### config.mk
export PLATFORM = sky130hd
export DESIGN_NAME = mmu_ctlreg_file
export DESIGN_NICKNAME = d
export VERILOG_FILES = /design/src/rtl/mmu_ctl_pkg.sv /design/src/rtl/mmu_root_table.sv /design/src/rtl/mmu_atc_tags.sv /design/src/rtl/mmu_xctl_check.sv /design/src/rtl/mmu_ctlreg_file.sv
export SDC_FILE = /design/constraint.sdc
export NUM_CORES = 2
export LEC_CHECK = 0
export BUFFER_PORTS_ARGS = -buffer_cell sky130_fd_sc_hd__buf_2
export CAP_MARGIN = 20
export CORE_ASPECT_RATIO = 0.7
export CORE_MARGIN = 2
export CORE_UTILIZATION = 40
export DETAILED_ROUTE_END_ITERATION = 12
export PLACE_DENSITY_LB_ADDON = 0.2
export SLEW_MARGIN = 20
export SYNTH_ARGS = -nofsm -noshare
export SYNTH_HDL_FRONTEND = slang
export SYNTH_SLANG_ARGS = --single-unit
export TNS_END_PERCENT = 100
### constraint.sdc
create_clock -name clk -period 8.1 [get_ports clk]
set_input_delay 1.62 -clock clk [delete_from_list [all_inputs] [get_ports clk]]
set_output_delay 1.62 -clock clk [all_outputs]
set_load 0.03 [all_outputs]
### src/rtl/mmu_ctl_pkg.sv
package mmu_ctl_pkg;
  localparam int W_QUAD = 64;
  localparam int W_LONG = 32;
  localparam int W_WORD = 16;
  localparam int W_BYTE = 8;

  localparam logic [1:0] SZ_BYTE = 2'd0;
  localparam logic [1:0] SZ_WORD = 2'd1;
  localparam logic [1:0] SZ_LONG = 2'd2;
  localparam logic [1:0] SZ_QUAD = 2'd3;

  localparam logic [1:0] SRC_CPU = 2'd0;
  localparam logic [1:0] SRC_SUP = 2'd1;
  localparam logic [1:0] SRC_DMA = 2'd2;

  localparam logic [3:0] RIX_CROOT = 4'd0;
  localparam logic [3:0] RIX_SROOT = 4'd1;
  localparam logic [3:0] RIX_DROOT = 4'd2;
  localparam logic [3:0] RIX_XCTL  = 4'd3;
  localparam logic [3:0] RIX_BKCTL = 4'd4;
  localparam logic [3:0] RIX_BKDAT = 4'd5;
  localparam logic [3:0] RIX_ACCTL = 4'd6;
  localparam logic [3:0] RIX_STAT  = 4'd7;
  localparam logic [3:0] RIX_CSTAT = 4'd8;
  localparam logic [3:0] RIX_CURLV = 4'd9;
  localparam logic [3:0] RIX_VALLV = 4'd10;
  localparam logic [3:0] RIX_STKCH = 4'd11;

  localparam int XCTL_EN_BIT = 31;
  localparam int XCTL_SUM    = 32;

  // {index exists, required size code}
  function automatic logic [2:0] reg_width_code(input logic [3:0] ix);
    case (ix)
      RIX_CROOT, RIX_SROOT, RIX_DROOT: return {1'b1, SZ_QUAD};
      RIX_XCTL:                        return {1'b1, SZ_LONG};
      RIX_BKCTL, RIX_BKDAT, RIX_ACCTL,
      RIX_STAT, RIX_CSTAT:             return {1'b1, SZ_WORD};
      RIX_CURLV, RIX_VALLV, RIX_STKCH: return {1'b1, SZ_BYTE};
      default:                         return 3'b000;
    endcase
  endfunction
endpackage

### src/rtl/mmu_root_table.sv
module mmu_root_table #(
  parameter int ENTRIES = 8,
  parameter int VAL_W   = 64,
  localparam int IDX_W  = $clog2(ENTRIES)
) (
  input  logic             clk,
  input  logic             rst_n,
  input  logic             look_en,
  input  logic [VAL_W-1:0] look_val,
  output logic             repl_en,
  output logic [IDX_W-1:0] victim,
  output logic [IDX_W-1:0] cur_slot
);
  logic [VAL_W-1:0] ent_val [ENTRIES];
  logic [ENTRIES-1:0] ent_vld;
  logic [ENTRIES-1:0] match;
  logic [IDX_W-1:0]   hit_idx;
  logic               hit;

  for (genvar g = 0; g < ENTRIES; g++) begin : g_cmp
    assign match[g] = ent_vld[g] && (ent_val[g] == look_val);
  end

  always_comb begin
    hit_idx = '0;
    for (int i = ENTRIES - 1; i >= 0; i--)
      if (match[i]) hit_idx = IDX_W'(i);
  end

  assign hit     = |match;
  assign repl_en = look_en && !hit;

  always_ff @(posedge clk) begin
    if (!rst_n) begin
      for (int i = 0; i < ENTRIES; i++) ent_val[i] <= '0;
      ent_vld  <= '0;
      victim   <= '0;
      cur_slot <= '0;
    end else if (look_en) begin
      if (hit) begin
        cur_slot <= hit_idx;
      end else begin
        ent_val[victim] <= look_val;
        ent_vld[victim] <= 1'b1;
        cur_slot        <= victim;
        victim          <= (victim == IDX_W'(ENTRIES - 1)) ? '0 : victim + 1'b1;
      end
    end
  end
endmodule

### src/rtl/mmu_atc_tags.sv
module mmu_atc_tags
  import mmu_ctl_pkg::*;
#(
  parameter int ENTRIES = 16,
  parameter int RPT_W   = 3,
  localparam int SLOT_W = $clog2(ENTRIES)
) (
  input  logic               clk,
  input  logic               rst_n,
  input  logic               fill_en,
  input  logic [SLOT_W-1:0]  fill_slot,
  input  logic               fill_global,
  input  logic [1:0]         fill_src,
  input  logic [RPT_W-1:0]   fill_root,
  input  logic               inv_cpu_en,
  input  logic [RPT_W-1:0]   inv_cpu_root,
  input  logic               inv_sup_en,
  input  logic               inv_dma_en,
  output logic [ENTRIES-1:0] valid_vec
);
  for (genvar g = 0; g < ENTRIES; g++) begin : g_ent
    logic             glb;
    logic [1:0]       src;
    logic [RPT_W-1:0] root;
    logic             kill;
    logic             load;

    assign kill = (inv_cpu_en && src == SRC_CPU && !glb && root == inv_cpu_root)
               || (inv_sup_en && src == SRC_SUP)
               || (inv_dma_en && src == SRC_DMA);
    assign load = fill_en && (fill_slot == SLOT_W'(g));

    always_ff @(posedge clk) begin
      if (!rst_n) begin
        valid_vec[g] <= 1'b0;
        glb          <= 1'b0;
        src          <= SRC_CPU;
        root         <= '0;
      end else if (kill) begin
        valid_vec[g] <= 1'b0;
      end else if (load) begin
        valid_vec[g] <= 1'b1;
        glb          <= fill_global;
        src          <= fill_src;
        root         <= fill_root;
      end
    end
  end
endmodule

### src/rtl/mmu_xctl_check.sv
module mmu_xctl_check
  import mmu_ctl_pkg::*;
(
  input  logic [23:0] fields,
  output logic        ok
);
  logic [6:0] sum;
  always_comb begin
    sum = '0;
    for (int f = 0; f < 6; f++) sum = sum + 7'(fields[f*4 +: 4]);
  end
  assign ok = (sum == 7'(XCTL_SUM));
endmodule

### src/rtl/mmu_ctlreg_file.sv
module mmu_ctlreg_file
  import mmu_ctl_pkg::*;
#(
  parameter int ATC_ENTRIES = 16,
  parameter int RPT_ENTRIES = 8,
  localparam int SLOT_W     = $clog2(ATC_ENTRIES),
  localparam int RPT_W      = $clog2(RPT_ENTRIES)
) (
  input  logic                   clk,
  input  logic                   rst_n,
  input  logic                   supervisor,
  input  logic                   req_valid,
  output logic                   req_ready,
  input  logic                   req_write,
  input  logic [3:0]             req_index,
  input  logic [1:0]             req_size,
  input  logic [W_QUAD-1:0]      req_wdata,
  output logic                   rd_valid,
  output logic [W_QUAD-1:0]      rd_data,
  output logic                   priv_trap,
  output logic                   size_err,
  output logic                   cfg_err,
  output logic                   busy,
  input  logic                   atc_fill_en,
  input  logic [SLOT_W-1:0]      atc_fill_slot,
  input  logic                   atc_fill_global,
  input  logic [1:0]             atc_fill_src,
  input  logic [RPT_W-1:0]       atc_fill_root,
  output logic [ATC_ENTRIES-1:0] atc_valid,
  output logic [RPT_W-1:0]       root_slot
);
  logic [W_QUAD-1:0] croot_q, sroot_q, droot_q;
  logic [W_LONG-1:0] xctl_q;
  logic [W_WORD-1:0] bkctl_q, bkdat_q, acctl_q, stat_q, cstat_q;
  logic [W_BYTE-1:0] curlv_q, vallv_q, stkch_q;

  logic              accept, width_ok, wr_ok, rd_ok, side_fx;
  logic              xctl_ok, en_rise, xctl_bad;
  logic [2:0]        wcode;
  logic [W_QUAD-1:0] rd_mux;
  logic              repl_en;
  logic [RPT_W-1:0]  victim;

  assign req_ready = !busy;
  assign accept    = req_valid && req_ready;
  assign wcode     = reg_width_code(req_index);
  assign width_ok  = wcode[2] && (wcode[1:0] == req_size);
  assign wr_ok     = accept && supervisor && width_ok && req_write;
  assign rd_ok     = accept && supervisor && width_ok && !req_write;
  assign side_fx   = wr_ok && (req_index <= RIX_XCTL);
  assign en_rise   = req_wdata[XCTL_EN_BIT] && !xctl_q[XCTL_EN_BIT];
  assign xctl_bad  = wr_ok && (req_index == RIX_XCTL) && en_rise && !xctl_ok;

  mmu_xctl_check u_xchk (.fields(req_wdata[23:0]), .ok(xctl_ok));

  mmu_root_table #(.ENTRIES(RPT_ENTRIES), .VAL_W(W_QUAD)) u_rtab (
    .clk(clk), .rst_n(rst_n),
    .look_en(wr_ok && req_index == RIX_CROOT), .look_val(req_wdata),
    .repl_en(repl_en), .victim(victim), .cur_slot(root_slot)
  );

  mmu_atc_tags #(.ENTRIES(ATC_ENTRIES), .RPT_W(RPT_W)) u_atc (
    .clk(clk), .rst_n(rst_n),
    .fill_en(atc_fill_en), .fill_slot(atc_fill_slot), .fill_global(atc_fill_global),
    .fill_src(atc_fill_src), .fill_root(atc_fill_root),
    .inv_cpu_en(repl_en), .inv_cpu_root(victim),
    .inv_sup_en(wr_ok && req_index == RIX_SROOT),
    .inv_dma_en(wr_ok && req_index == RIX_DROOT),
    .valid_vec(atc_valid)
  );

  always_comb begin
    rd_mux = '0;
    case (req_index)
      RIX_CROOT: rd_mux = croot_q;
      RIX_SROOT: rd_mux = sroot_q;
      RIX_DROOT: rd_mux = droot_q;
      RIX_XCTL:  rd_mux = W_QUAD'(xctl_q);
      RIX_BKCTL: rd_mux = W_QUAD'(bkctl_q);
      RIX_BKDAT: rd_mux = W_QUAD'(bkdat_q);
      RIX_ACCTL: rd_mux = W_QUAD'(acctl_q);
      RIX_STAT:  rd_mux = W_QUAD'(stat_q);
      RIX_CSTAT: rd_mux = W_QUAD'(cstat_q);
      RIX_CURLV: rd_mux = W_QUAD'(curlv_q);
      RIX_VALLV: rd_mux = W_QUAD'(vallv_q);
      RIX_STKCH: rd_mux = W_QUAD'(stkch_q);
      default:   rd_mux = '0;
    endcase
  end

  always_ff @(posedge clk) begin
    if (!rst_n) begin
      croot_q <= '0; sroot_q <= '0; droot_q <= '0; xctl_q <= '0;
      bkctl_q <= '0; bkdat_q <= '0; acctl_q <= '0; stat_q <= '0; cstat_q <= '0;
      curlv_q <= '0; vallv_q <= '0; stkch_q <= '0;
    end else if (wr_ok) begin
      case (req_index)
        RIX_CROOT: croot_q <= req_wdata;
        RIX_SROOT: sroot_q <= req_wdata;
        RIX_DROOT: droot_q <= req_wdata;
        RIX_XCTL: begin
          xctl_q <= req_wdata[W_LONG-1:0];
          if (xctl_bad) xctl_q[XCTL_EN_BIT] <= 1'b0;
        end
        RIX_BKCTL: bkctl_q <= req_wdata[W_WORD-1:0];
        RIX_BKDAT: bkdat_q <= req_wdata[W_WORD-1:0];
        RIX_ACCTL: acctl_q <= req_wdata[W_WORD-1:0];
        RIX_STAT:  stat_q  <= req_wdata[W_WORD-1:0];
        RIX_CSTAT: cstat_q <= req_wdata[W_WORD-1:0];
        RIX_CURLV: curlv_q <= req_wdata[W_BYTE-1:0];
        RIX_VALLV: vallv_q <= req_wdata[W_BYTE-1:0];
        RIX_STKCH: stkch_q <= req_wdata[W_BYTE-1:0];
        default: ;
      endcase
    end
  end

  always_ff @(posedge clk) begin
    if (!rst_n) begin
      rd_valid  <= 1'b0;
      rd_data   <= '0;
      priv_trap <= 1'b0;
      size_err  <= 1'b0;
      cfg_err   <= 1'b0;
      busy      <= 1'b0;
    end else begin
      rd_valid  <= rd_ok;
      if (rd_ok) rd_data <= rd_mux;
      priv_trap <= accept && !supervisor;
      size_err  <= accept && supervisor && !width_ok;
      cfg_err   <= xctl_bad;
      busy      <= side_fx;
    end
  end
endmodule

==> summary.txt <==
Logic synthesis
  – Number of flops mapped to enable cells by yosys: 512
  – Number of distinct library cells after synthesis: 65
  – Count of yosys warnings during synthesis: 0
  – Post-Syn Area per Cell: 10.3 um^2
  – Fraction of post-synthesis cell area in the top cell type by area: 31.8%
  – Post-synthesis async set-or-reset flop share: 0%
  – Netlist Area Pre-Place: 48300 um^2
  – Number of synthesized register bits: 1035
  – Synth top area cells: sky130_fd_sc_hd__edfxtp_1 (32%), sky130_fd_sc_hd__dfxtp_1 (22%), sky130_fd_sc_hd__xnor2_1 (6.6%)
  – Number of instances in the synthesized netlist: 4666
  – Portion of the post-synthesis area used by sequential elements: 53.5%
  – Primary FF master, synth: sky130_fd_sc_hd__dfxtp_1
  – Area leader, netlist: sky130_fd_sc_hd__edfxtp_1
  – Synth Net Count: 4780

Critical path
  – Crit-path cells: buf_2 -> inv_1 -> o22ai_1 -> or4_1 -> nor4_1 -> buf_4 -> nor4_1 -> nand3_4 -> nor3_4 -> nand2b_2 -> buf_4
  – Worst Path Class, Setup: in2reg
  – Critical path's slowest cell: sky130_fd_sc_hd__nor4_1
  – Slowest Stage Delay on Critical Path: 0.64 ns
  – CP top delay family: simple AND/OR/NAND/NOR gates
  – Data arrival time at the worst-slack endpoint: 5.88 ns
  – Worst endpoint required time: 8.45 ns
  – Critical Path Start Type: input pin
  – Type of destination of the critical path: flop
  – Setup slack on the worst flop-to-flop path: 3.67 ns
  – Length in cells of the worst reg-to-reg path: 10
  – Worst R2R Start: u_rtab.ent_val[0][13]
  – Biggest fanout along the worst timing path: 50
  – Worst Path Buf+Inv: 4
  – Worst R2R End: u_rtab.ent_val[1][49]

STA
  – Final setup violation count: 0
  – Layout Skew: 0.0404 ns
  – Total negative slack: 0 ns
  – Number of pins with negative max-slew slack in the final report: 0
  – Number of hold-slack violations in the final timing report: 0
  – Achievable frequency: 0.181 GHz
  – Crit path time final: 5.53 ns
  – Final critical-path share of the clock period: 68.3%
  – Worst Max-Slew Pin Slew: 1.10 ns
  – Setup repair after global routing missed its margin: no
  – Relative slew margins: 26.6%
  – Final setup slack of the worst path: 2.57 ns

GRT
  – Remaining Overflow, GRT: 0
  – Overall fraction of global-route tracks in use: 25.9%
  – Number of antenna violations at the first check in global routing: 13
  – Number of global-route vias before repair: 33100
  – First-pass GRT wire length: 235000 um
  – Pin count of the biggest net entering global routing: 130

Drt
  – Via-per-instance ratio: 5.56
  – Final Routed Wirelength: 162000 um
  – Number of antenna-violating nets in the routed design: 0
  – Average wire length per cell after detail routing: 25.6 um
  – Drc violations: 0
  – Drt first-iter violations: 3995
  – Number of vias in the routed layout: 35200
  – Initial DRT Pass Iterations: 9

CTS
  – Clock Pin Slew Worst Setup and Hold Paths: 0.06 ns
  – Clock Sinks: 1035
  – Cts bufs inserted: 105
  – Clock root buffer: sky130_fd_sc_hd__clkbuf_16
  – H-tree levels: 3
  – Quantity of gates resized following cts: 0
  – TritonCTS clock tree: done
  – Latest clock arrival within the worst-skew pair: 0.75 ns
  – Post-CTS setup buffer count: 0
  – Maximum clock insertion buffer count: 3
  – Hold-fix buffers at CTS: 0

Power and ir drop
  – Pwr Density: 215 nW/um^2
  – Switching power summed over all nets: 2.87 mW
  – Internal: 8.73 mW
  – Static Leakage: 19.6 nW
  – Max rail drop VDD: 0.166 mV
  – Net switching share of the total power: 24.8%
  – Pwr Total: 11.6 mW
  – Part of the power in registers: 48.7%
  – Share of total power in the clock network: 43.4%
  – Combinational power share: 7.9%

Floorplanning
  – Die ar.: 124000 um^2
  – Core Region: 120000 um^2
  – Count of boundary I/O pins: 175
  – Number of rows created at floorplan: 106
  – Die Wd: 419 um
  – Die height: 295 um
  – Effective utilization at floorplan: 40.4%

Hold path
  – Worst Hold Path EP: u_rtab.ent_vld[0]
  – Cell count of the worst hold path: 1
  – HP Start: u_rtab.ent_vld[0]
  – Kind of path behind the tightest hold check: reg2reg

Final layout
  – Area of the multi-input gates: 20600 um^2
  – Area added between synthesis and finish: 11.8%
  – Fraction of layout cells with a size suffix above 1: 10.8%
  – Filler cells: 11300
  – Most frequent standard cell in the layout excluding fill and tap cells: sky130_fd_sc_hd__nand2_1
  – Number of nets in the layout: 4744
  – Area used by sequential logic in the layout: 25800 um^2
  – Most frequent cells in the layout: sky130_fd_sc_hd__nand2_1 (715), sky130_fd_sc_hd__dfxtp_1 (521), sky130_fd_sc_hd__edfxtp_1 (512)

Placed design
  – DP Worst Slack: 1.99 ns
  – Number of buffer cells added on primary ports: 174
  – Global placement routability congestion: 0.917
  – Hpwl dp: 99600 um

Status
  – Outcome: completed

Job
  – Number of maximum-capacitance constraint violations: 0
-- stage by stage --
step	instances	hold WS, ns	area [um^2]	util (%)
floorplan	4666	0.419	48300	-
global placement	6143	0.429	50500	42.2
CTS	6338	0.455	54000	45.1
global route	6338	0.469	54000	45.1
detailed placement	6143	0.440	50500	42.2
finish	6340	0.454	54000	45.1
-- worst register-to-register path: stages (launching register included) --
cell                       delay, ns
sky130_fd_sc_hd__edfxtp_1       0.38
sky130_fd_sc_hd__xnor2_1        0.47
sky130_fd_sc_hd__nand4_1        0.16
sky130_fd_sc_hd__nor4_1         0.40
sky130_fd_sc_hd__nand4_1        0.35
sky130_fd_sc_hd__nor4_1         0.70
sky130_fd_sc_hd__nor4_1         0.23
sky130_fd_sc_hd__nand3_4        0.44
sky130_fd_sc_hd__nor4b_4        0.09
sky130_fd_sc_hd__nand2b_2       0.54
sky130_fd_sc_hd__buf_12         0.37
-- cells in the mapped netlist, drive strengths merged (68+ instances only) --
master  instances
nand2         719
clkbuf        294
buf           130
nand4         110
a22oi          78
xor2          108
dfxtp         523
nor3           68
edfxtp        512
inv            75
mux2i          98
nand2b         94
nand3         175
and2          398
a21boi        329
xnor2         364
nor4          177
-- area by class of cell --
cell class	count	share of cell area, %
clock inverters	37	0.888
multi-input cells	3128	38.1
well taps	1620	3.75
inverters	79	0.549
diodes	2	0.00927
repair buffers	281	3.24
clock buffers	158	5.62
flip-flops and latches	1035	47.9
-- how the worst max path moves through the flow --
stage	startpoint	to	slack (ns)	cells past startpoint
after detailed placement	req_wdata[0]	xctl_q[31]	1.99	20
after CTS	req_wdata[0]	xctl_q[31]	2.71	20
after global placement	req_wdata[0]	xctl_q[31]	1.81	20
after global routing	req_wdata[34]	u_rtab.ent_val[1][31]	2.39	13
final	req_wdata[54]	u_rtab.ent_val[3][25]	2.57	11
after floorplan	req_wdata[37]	u_rtab.ent_val[1][0]	2.50	11
-- registers in the layout, indices dropped and copies added (netlist names), 16 cells and up --
signal	flops
acctl_q	16
bkctl_q	16
bkdat_q	16
croot_q	64
cstat_q	16
droot_q	64
rd_data	64
sroot_q	64
stat_q	16
u_atc.g_ent.glb	16
u_atc.g_ent.root	48
u_atc.g_ent.src	32
u_atc.valid_vec	16
u_rtab.ent_val	512
xctl_q	32
-- power by group through the flow --
stage | registers (mW) | logic, mW | clock network, mW
after detailed placement | 5.76 | 0.909 | 0
after CTS | 5.65 | 0.914 | 5.11
after global routing | 5.66 | 0.978 | 5.32
after floorplan | 5.78 | 0.536 | 0
after global placement | 5.76 | 0.910 | 0
final | 5.65 | 0.923 | 5.03
-- metal layers --
metal,GRT usage [%],routed length [um],up-vias
li1,-,-,16200
met1,37.3,73400,17400
met2,37.9,68600,1416
met3,8.04,16700,173
met4,5.88,3370,0
met5,0,0,-
-- logic make-up after synthesis --
kind of cell             after synthesis  share of synthesized area [%]
flip-flops                          1035                           53.5
multiplexers                          98                           2.03
buffers and inverters                503                           4.26
AO/OA/AOI/OAI                        691                           11.2
AND/OR/NAND/NOR                     1839                           19.5
XOR/XNOR                             472                           8.56
adder cells (fa/ha/maj)               28                          0.928
No activity file was read; power rests on OpenSTA's default activity.
